[config.mk]
export PLATFORM = sky130hd
export DESIGN_NAME = vfcmp_unit
export DESIGN_NICKNAME = d
export VERILOG_FILES = /design/src/rtl/vfcmp_pkg.sv /design/src/rtl/vfcmp_decode.sv /design/src/rtl/vfcmp_lane.sv /design/src/rtl/vfcmp_unit.sv
export SDC_FILE = /design/constraint.sdc
export NUM_CORES = 1
export LEC_CHECK = 0
export CORE_ASPECT_RATIO = 1.75
export CORE_MARGIN = 8
export CORE_UTILIZATION = 55
export CTS_CLUSTER_DIAMETER = 30
export DETAILED_ROUTE_END_ITERATION = 8
export DONT_BUFFER_PORTS = 1
export PLACE_DENSITY = 0.7
export SLEW_MARGIN = 20
export SYNTH_ARGS = -nofsm -noshare
export SYNTH_HDL_FRONTEND = slang
export SYNTH_SLANG_ARGS = --single-unit
[constraint.sdc]
create_clock -name clk -period 0.8 [get_ports clk]
set_clock_uncertainty 0.15 [all_clocks]
set_input_delay 0.16 -clock clk [delete_from_list [all_inputs] [get_ports clk]]
set_output_delay 0.16 -clock clk [all_outputs]
set_load 0.02 [all_outputs]
[src/rtl/vfcmp_pkg.sv]
package vfcmp_pkg;

    typedef enum logic [2:0] {
        REL_GE, REL_GT, REL_EQ, REL_NE, REL_UO, REL_AGE, REL_AGT
    } rel_e;

    typedef enum logic [1:0] {
        SZ_NONE = 2'b00,
        SZ_H    = 2'b01,
        SZ_S    = 2'b10,
        SZ_D    = 2'b11
    } esz_e;

    typedef struct packed {
        logic ok;
        rel_e rel;
        esz_e esz;
    } dec_t;

    localparam logic [7:0] GRP_PREFIX = 8'b01100101;

    // Ordered relations raise invalid on any NaN.
    function automatic logic rel_signalling(rel_e r);
        return (r == REL_GE) || (r == REL_GT) || (r == REL_AGE) || (r == REL_AGT);
    endfunction

    function automatic logic rel_magnitude(rel_e r);
        return (r == REL_AGE) || (r == REL_AGT);
    endfunction

endpackage

[src/rtl/vfcmp_decode.sv]
module vfcmp_decode
    import vfcmp_pkg::*;
(
    input  logic [31:0] instr,
    output dec_t        dec
);
    logic unused_reg_fields;
    assign unused_reg_fields = ^{instr[20:16], instr[12:5], instr[3:0]};

    always_comb begin
        logic sel_ok;
        dec.rel = REL_GE;
        sel_ok  = 1'b1;
        case ({instr[15:13], instr[4]})
            4'b0100: dec.rel = REL_GE;
            4'b0101: dec.rel = REL_GT;
            4'b0110: dec.rel = REL_EQ;
            4'b0111: dec.rel = REL_NE;
            4'b1100: dec.rel = REL_UO;
            4'b1101: dec.rel = REL_AGE;
            4'b1111: dec.rel = REL_AGT;
            default: sel_ok  = 1'b0;
        endcase
        dec.esz = esz_e'(instr[23:22]);
        dec.ok  = sel_ok && (instr[31:24] == GRP_PREFIX) && !instr[21]
                  && (instr[23:22] != 2'b00);
    end
endmodule

[src/rtl/vfcmp_lane.sv]
module vfcmp_lane
    import vfcmp_pkg::*;
#(
    parameter int W  = 16,
    parameter int EW = 5
) (
    input  logic [W-1:0] a,
    input  logic [W-1:0] b,
    input  rel_e         rel,
    input  logic         active,
    output logic         res,
    output logic         inv
);
    localparam int FW = W - 1 - EW;

    logic [W-1:0] ma, mb, ka, kb;
    logic nan_a, nan_b, snan_a, snan_b, unord, zero_both, eq_o, gt_o, r;

    always_comb begin
        nan_a  = (&a[W-2:FW]) && (|a[FW-1:0]);
        nan_b  = (&b[W-2:FW]) && (|b[FW-1:0]);
        snan_a = nan_a && !a[FW-1];
        snan_b = nan_b && !b[FW-1];
        unord  = nan_a || nan_b;

        ma = rel_magnitude(rel) ? {1'b0, a[W-2:0]} : a;
        mb = rel_magnitude(rel) ? {1'b0, b[W-2:0]} : b;

        // Monotonic keys: negative values invert, positive flip sign only.
        ka = ma[W-1] ? ~ma : {1'b1, ma[W-2:0]};
        kb = mb[W-1] ? ~mb : {1'b1, mb[W-2:0]};

        zero_both = ~|ma[W-2:0] && ~|mb[W-2:0];
        eq_o = zero_both || (ma == mb);
        gt_o = !zero_both && (ka > kb);

        case (rel)
            REL_GE, REL_AGE: r = !unord && (gt_o || eq_o);
            REL_GT, REL_AGT: r = !unord && gt_o;
            REL_EQ:          r = !unord && eq_o;
            REL_NE:          r = unord || !eq_o;
            REL_UO:          r = unord;
            default:         r = 1'b0;
        endcase

        res = active && r;
        inv = active && (rel_signalling(rel) ? unord : (snan_a || snan_b));
    end
endmodule

[src/rtl/vfcmp_unit.sv]
module vfcmp_unit
    import vfcmp_pkg::*;
#(
    parameter int VBYTES = 16
) (
    input  logic                clk,
    input  logic                rst_n,
    input  logic                in_valid,
    input  logic [31:0]         instr,
    input  logic [VBYTES*8-1:0] src_a,
    input  logic [VBYTES*8-1:0] src_b,
    input  logic [VBYTES-1:0]   pred,
    output logic                out_valid,
    output logic [VBYTES-1:0]   out_pred,
    output logic                out_invalid,
    output logic                out_undef
);
    localparam int NH = VBYTES / 2;
    localparam int NS = VBYTES / 4;
    localparam int ND = VBYTES / 8;

    function automatic logic [VBYTES-1:0] lane_mask(int step);
        logic [VBYTES-1:0] m;
        m = '0;
        for (int i = 0; i < VBYTES; i += step) m[i] = 1'b1;
        return m;
    endfunction

    localparam logic [VBYTES-1:0] MASK_H = lane_mask(2);
    localparam logic [VBYTES-1:0] MASK_D = lane_mask(8);

    typedef struct packed {
        logic              valid;
        logic [VBYTES-1:0] pred;
        logic              inv;
        logic              undef;
    } st_t;

    st_t  st_d, st_q;
    dec_t dec;

    vfcmp_decode u_dec (.instr(instr), .dec(dec));

    logic [NH-1:0] lres_h, linv_h;
    logic [NS-1:0] lres_s, linv_s;
    logic [ND-1:0] lres_d, linv_d;

    for (genvar i = 0; i < NH; i++) begin : g_half
        vfcmp_lane #(.W(16), .EW(5)) u_lane (
            .a(src_a[16*i +: 16]), .b(src_b[16*i +: 16]), .rel(dec.rel),
            .active(pred[2*i]), .res(lres_h[i]), .inv(linv_h[i]));
    end
    for (genvar i = 0; i < NS; i++) begin : g_single
        vfcmp_lane #(.W(32), .EW(8)) u_lane (
            .a(src_a[32*i +: 32]), .b(src_b[32*i +: 32]), .rel(dec.rel),
            .active(pred[4*i]), .res(lres_s[i]), .inv(linv_s[i]));
    end
    for (genvar i = 0; i < ND; i++) begin : g_double
        vfcmp_lane #(.W(64), .EW(11)) u_lane (
            .a(src_a[64*i +: 64]), .b(src_b[64*i +: 64]), .rel(dec.rel),
            .active(pred[8*i]), .res(lres_d[i]), .inv(linv_d[i]));
    end

    logic [VBYTES-1:0] spread_h, spread_s, spread_d;

    always_comb begin
        spread_h = '0;
        spread_s = '0;
        spread_d = '0;
        for (int i = 0; i < NH; i++) spread_h[2*i] = lres_h[i];
        for (int i = 0; i < NS; i++) spread_s[4*i] = lres_s[i];
        for (int i = 0; i < ND; i++) spread_d[8*i] = lres_d[i];

        st_d       = '0;
        st_d.valid = in_valid;
        if (in_valid) begin
            if (!dec.ok) begin
                st_d.undef = 1'b1;
            end else begin
                case (dec.esz)
                    SZ_H: begin st_d.pred = spread_h; st_d.inv = |linv_h; end
                    SZ_S: begin st_d.pred = spread_s; st_d.inv = |linv_s; end
                    SZ_D: begin st_d.pred = spread_d; st_d.inv = |linv_d; end
                    default: st_d.undef = 1'b1;
                endcase
            end
        end
    end

    always_ff @(posedge clk or negedge rst_n) begin
        if (!rst_n) st_q <= '0;
        else        st_q <= st_d;
    end

    assign out_valid   = st_q.valid;
    assign out_pred    = st_q.pred;
    assign out_invalid = st_q.inv;
    assign out_undef   = st_q.undef;

    a_r9_valid_follows: assert property (@(posedge clk) disable iff (!rst_n)
        in_valid |=> out_valid);
    a_r9_no_spurious: assert property (@(posedge clk) disable iff (!rst_n)
        !in_valid |=> !out_valid);
    a_r4_inactive_zero: assert property (@(posedge clk) disable iff (!rst_n)
        in_valid |=> ((out_pred & ~$past(pred)) == '0));
    a_r1_undef_quiet: assert property (@(posedge clk) disable iff (!rst_n)
        (in_valid && !dec.ok) |=> (out_undef && out_pred == '0 && !out_invalid));
    a_r2_size_zero: assert property (@(posedge clk) disable iff (!rst_n)
        (in_valid && instr[23:22] == 2'b00) |=> out_undef);
    a_r3_half_align: assert property (@(posedge clk) disable iff (!rst_n)
        (in_valid && dec.ok && dec.esz == SZ_H) |=> ((out_pred & ~MASK_H) == '0));
    a_r3_dbl_align: assert property (@(posedge clk) disable iff (!rst_n)
        (in_valid && dec.ok && dec.esz == SZ_D) |=> ((out_pred & ~MASK_D) == '0));

endmodule

==> results_dict.tcl <==
set metrics [dict create \
    cts_made_buffers 3 \
    antenna_found_initial 2 \
    dp.cells 2457 \
    status "finished, violations left" \
    diodes 0 \
    critPathKind "input port to flip-flop" \
    dieWidth_um 140.9 \
    relSlewSlack_pct 56.24 \
    power.static_leakage_nw 8.101 \
    swShare_pct 45.66 \
    hold_class "input port to async pin" \
    crit_required_ps 750 \
    register_area_um2 287.8 \
    finalHoldViolCount 18 \
    placementRows 80 \
    floorplan.initialDensity_pct 55.56 \
    grt_max_degree 18 \
    rsz0062_at_grt "yes" \
    seqPwrFrac_pct 3.8 \
    n_fill_cell 2247 \
    clock-sinks 11 \
    clkSlewWorstSetupHoldPaths_ps 40 \
    min_period_over_period_pct 361.9 \
    layout.nets 2752 \
    period_needed_ps 2895 \
    grt_pass1_vias 16550 \
    cts_root_buffer "clkbuf_16" \
    cts_tree "built" \
    dr_total_vias 15920 \
    tightest_slew_ps 656.4 \
    antenna_left 0 \
    fin_setup_tns_ps -19410 \
    die_h_um 234.6 \
    drv_slew 0 \
    power_density_nw_per_um2 815.8 \
    whs_ps -133.2 \
    power_frac_clock_pct 6.1 \
    place_congestion 0.9663 \
    ys_seq_area_share_pct 1.833 \
    p_comb_share_pct 90.1 \
    portBuffers 0 \
    peakVddDrop_v 0.0005855 \
    drt-initial-drc-count 915 \
    dpl.hpwl_um 48280 \
    synth_seq_cells 11 \
    p_int_w 0.008335 \
    viasPerCell 6.344 \
    ys.flop_type "dfrtp_1" \
    synthArstFlopShare_pct 100.0 \
    drc 0 \
    synth_cell_types 79 \
    setup_slack_ps -2095 \
    max_cap_viol_count 0 \
    finalSetupViolations 21 \
    switching_power_w 0.007003 \
    coreArea_um2 27030 \
    cts.path.max_buffers 2 \
    stdcell_count 2510 \
    drt-wirelength-per-cell_um 23.64 \
    multi_input_area_um2 14810 \
    syn_inst 1999 \
    fmax_ghz 0.3454 \
    failed_checks "hold timing, setup timing" \
    drtPass1Iterations 7 \
    gr-total-overflow 0 \
    drive_gt1_share_pct 21.72 \
    syn_area_per_cell_um2 7.511 \
    ys_warn_count 0 \
    die_area_um2 33050 \
    grt_pass1_wl_um 88180 \
    critPathMaxFanout 11 \
    cp-end-kind "flip-flop" \
    area_delta_synth_final_pct 25.23 \
    netlist_area_um2 15010 \
    grt_usage_pct 33.79 \
    synth_edf_count 0 \
    finalWirelength_um 59340 \
    arrival_ps 2840 \
    htreeDepth 1 \
    start_kind "input port" \
    ios 326 \
    cts_hold_buf 2 \
]
## kinds of logic (layout without fill, tap and decap cells)
logic type | Yosys count | after routing | synth area share [%]
mux | 4 | 4 | 0.2667
buf+inv | 199 | 370 | 5.425
compound gates | 336 | 336 | 14.11
other cells | 1 | 8 | 0.02498
flops | 11 | 11 | 1.833
simple gates | 566 | 571 | 20.34
fa+ha+maj | 262 | 262 | 21.83
xor+xnor | 620 | 620 | 36.17
## timing repair
action,CTS,global route
endpoints found under the hold margin,20,18
buffers inserted,14,22
pin swaps,35,79
cloned,8,5
gates resized for setup,83,121
endpoints found under the setup margin,21,32
## worst paths after layout
check | startpoint | slack [ps] | cells past startpoint | to
max in group asynchronous | rst_n | 170 | 1 | out_pred[8]
min in group clk | pred[14] | -120 | 2 | out_pred[14]
max | instr[14] | -2100 | 15 | out_pred[0]
min | rst_n | -130 | 1 | out_pred[0]
## per-stage QoR
step / worst slack [ps] / utilization (%) / area (um2) / hold WS (ps) / power, W
after floorplan: -2409 / - / 15310 / -285.6 / 0.009768
after global placement: -2459 / 63.97 / 17290 / -284.3 / 0.01240
after detailed placement: -2520 / 63.97 / 17290 / -284.3 / 0.01286
after CTS: -2148 / 66.53 / 17980 / -123.0 / 0.01435
after global routing: -2193 / 69.57 / 18800 / -121.7 / 0.01687
final: -2095 / 69.57 / 18800 / -133.2 / 0.01534
## power by group through the flow
| stage | clock network (W) | logic, W | registers (W) |
|---|---|---|---|
| 2_1_floorplan | 0 | 0.00919 | 0.000580 |
| 3_3_place_gp | 0 | 0.0118 | 0.000584 |
| 3_5_place_dp | 0 | 0.0123 | 0.000585 |
| 5_1_grt | 0.00100 | 0.0153 | 0.000577 |
| 6_report | 0.000940 | 0.0138 | 0.000577 |
| 4_1_cts | 0.000962 | 0.0128 | 0.000577 |
## synth_stat cells, types with 22 or more instances
library cell | count | area [um2]
xnor2_1 | 324 | 2838
nand3_1 | 67 | 335.3
nand2_1 | 110 | 412.9
nand4_1 | 82 | 513.0
and3_1 | 22 | 137.6
xor2_1 | 296 | 2592
inv_1 | 30 | 112.6
o21ai_0 | 69 | 345.3
ha_1 | 262 | 3278
a21oi_1 | 130 | 650.6
nor4_1 | 60 | 375.4
a21o_1 | 43 | 322.8
clkbuf_1 | 125 | 469.2
nor2_1 | 80 | 300.3
nor3_1 | 55 | 275.3
buf_1 | 23 | 86.33
nor2b_1 | 23 | 143.9
## worst max-delay path: stages
cell and delay (ps):
nand3_4 110, clkbuf_16 190, nand2_8 70, buf_4 160, xnor2_1 210, ha_1 290
a21oi_1 130, o21ai_1 110, nor2_1 130, a21oi_1 90, or4_4 520, a221oi_2 260
nor3_1 90, o41ai_2 200, a311oi_1 90
## sequential cells by signal, indices dropped and copies added (netlist names)
register and count:
out_invalid 1, out_pred 8, out_undef 1, out_valid 1
## placed cells by master (no fill, tap or decap), types with 20 or more instances in the layout
| cell type | instances |
|---|---|
| xnor2_1 | 323 |
| xor2_1 | 287 |
| buf_4 | 279 |
| ha_1 | 258 |
| a21oi_1 | 117 |
| nand2_1 | 95 |
| nand4_1 | 82 |
| nor2_1 | 76 |
| nand3_1 | 63 |
| nor4_1 | 48 |
| nor3_1 | 48 |
| a21o_1 | 43 |
| o21ai_0 | 42 |
| inv_1 | 30 |
| buf_12 | 24 |
| o21ai_1 | 22 |
| nor2b_1 | 21 |
| and3_1 | 21 |
| buf_6 | 20 |
## layer usage
layer  wire (um)  GRT usage [%]
met5          26              0
met4        4466          20.88
met3        4254          7.756
met2       31170          66.25
met1       19420          30.66
## layout make-up
cell class                 count  area share (%)
inverter                      30          0.5989
timing repair buffer         336           16.48
multi-input combinational   1801           78.79
tap                          328           2.183
clock buffer                   4          0.4192
sequential                    11           1.531
No activity file was read; power rests on OpenSTA's default activity.
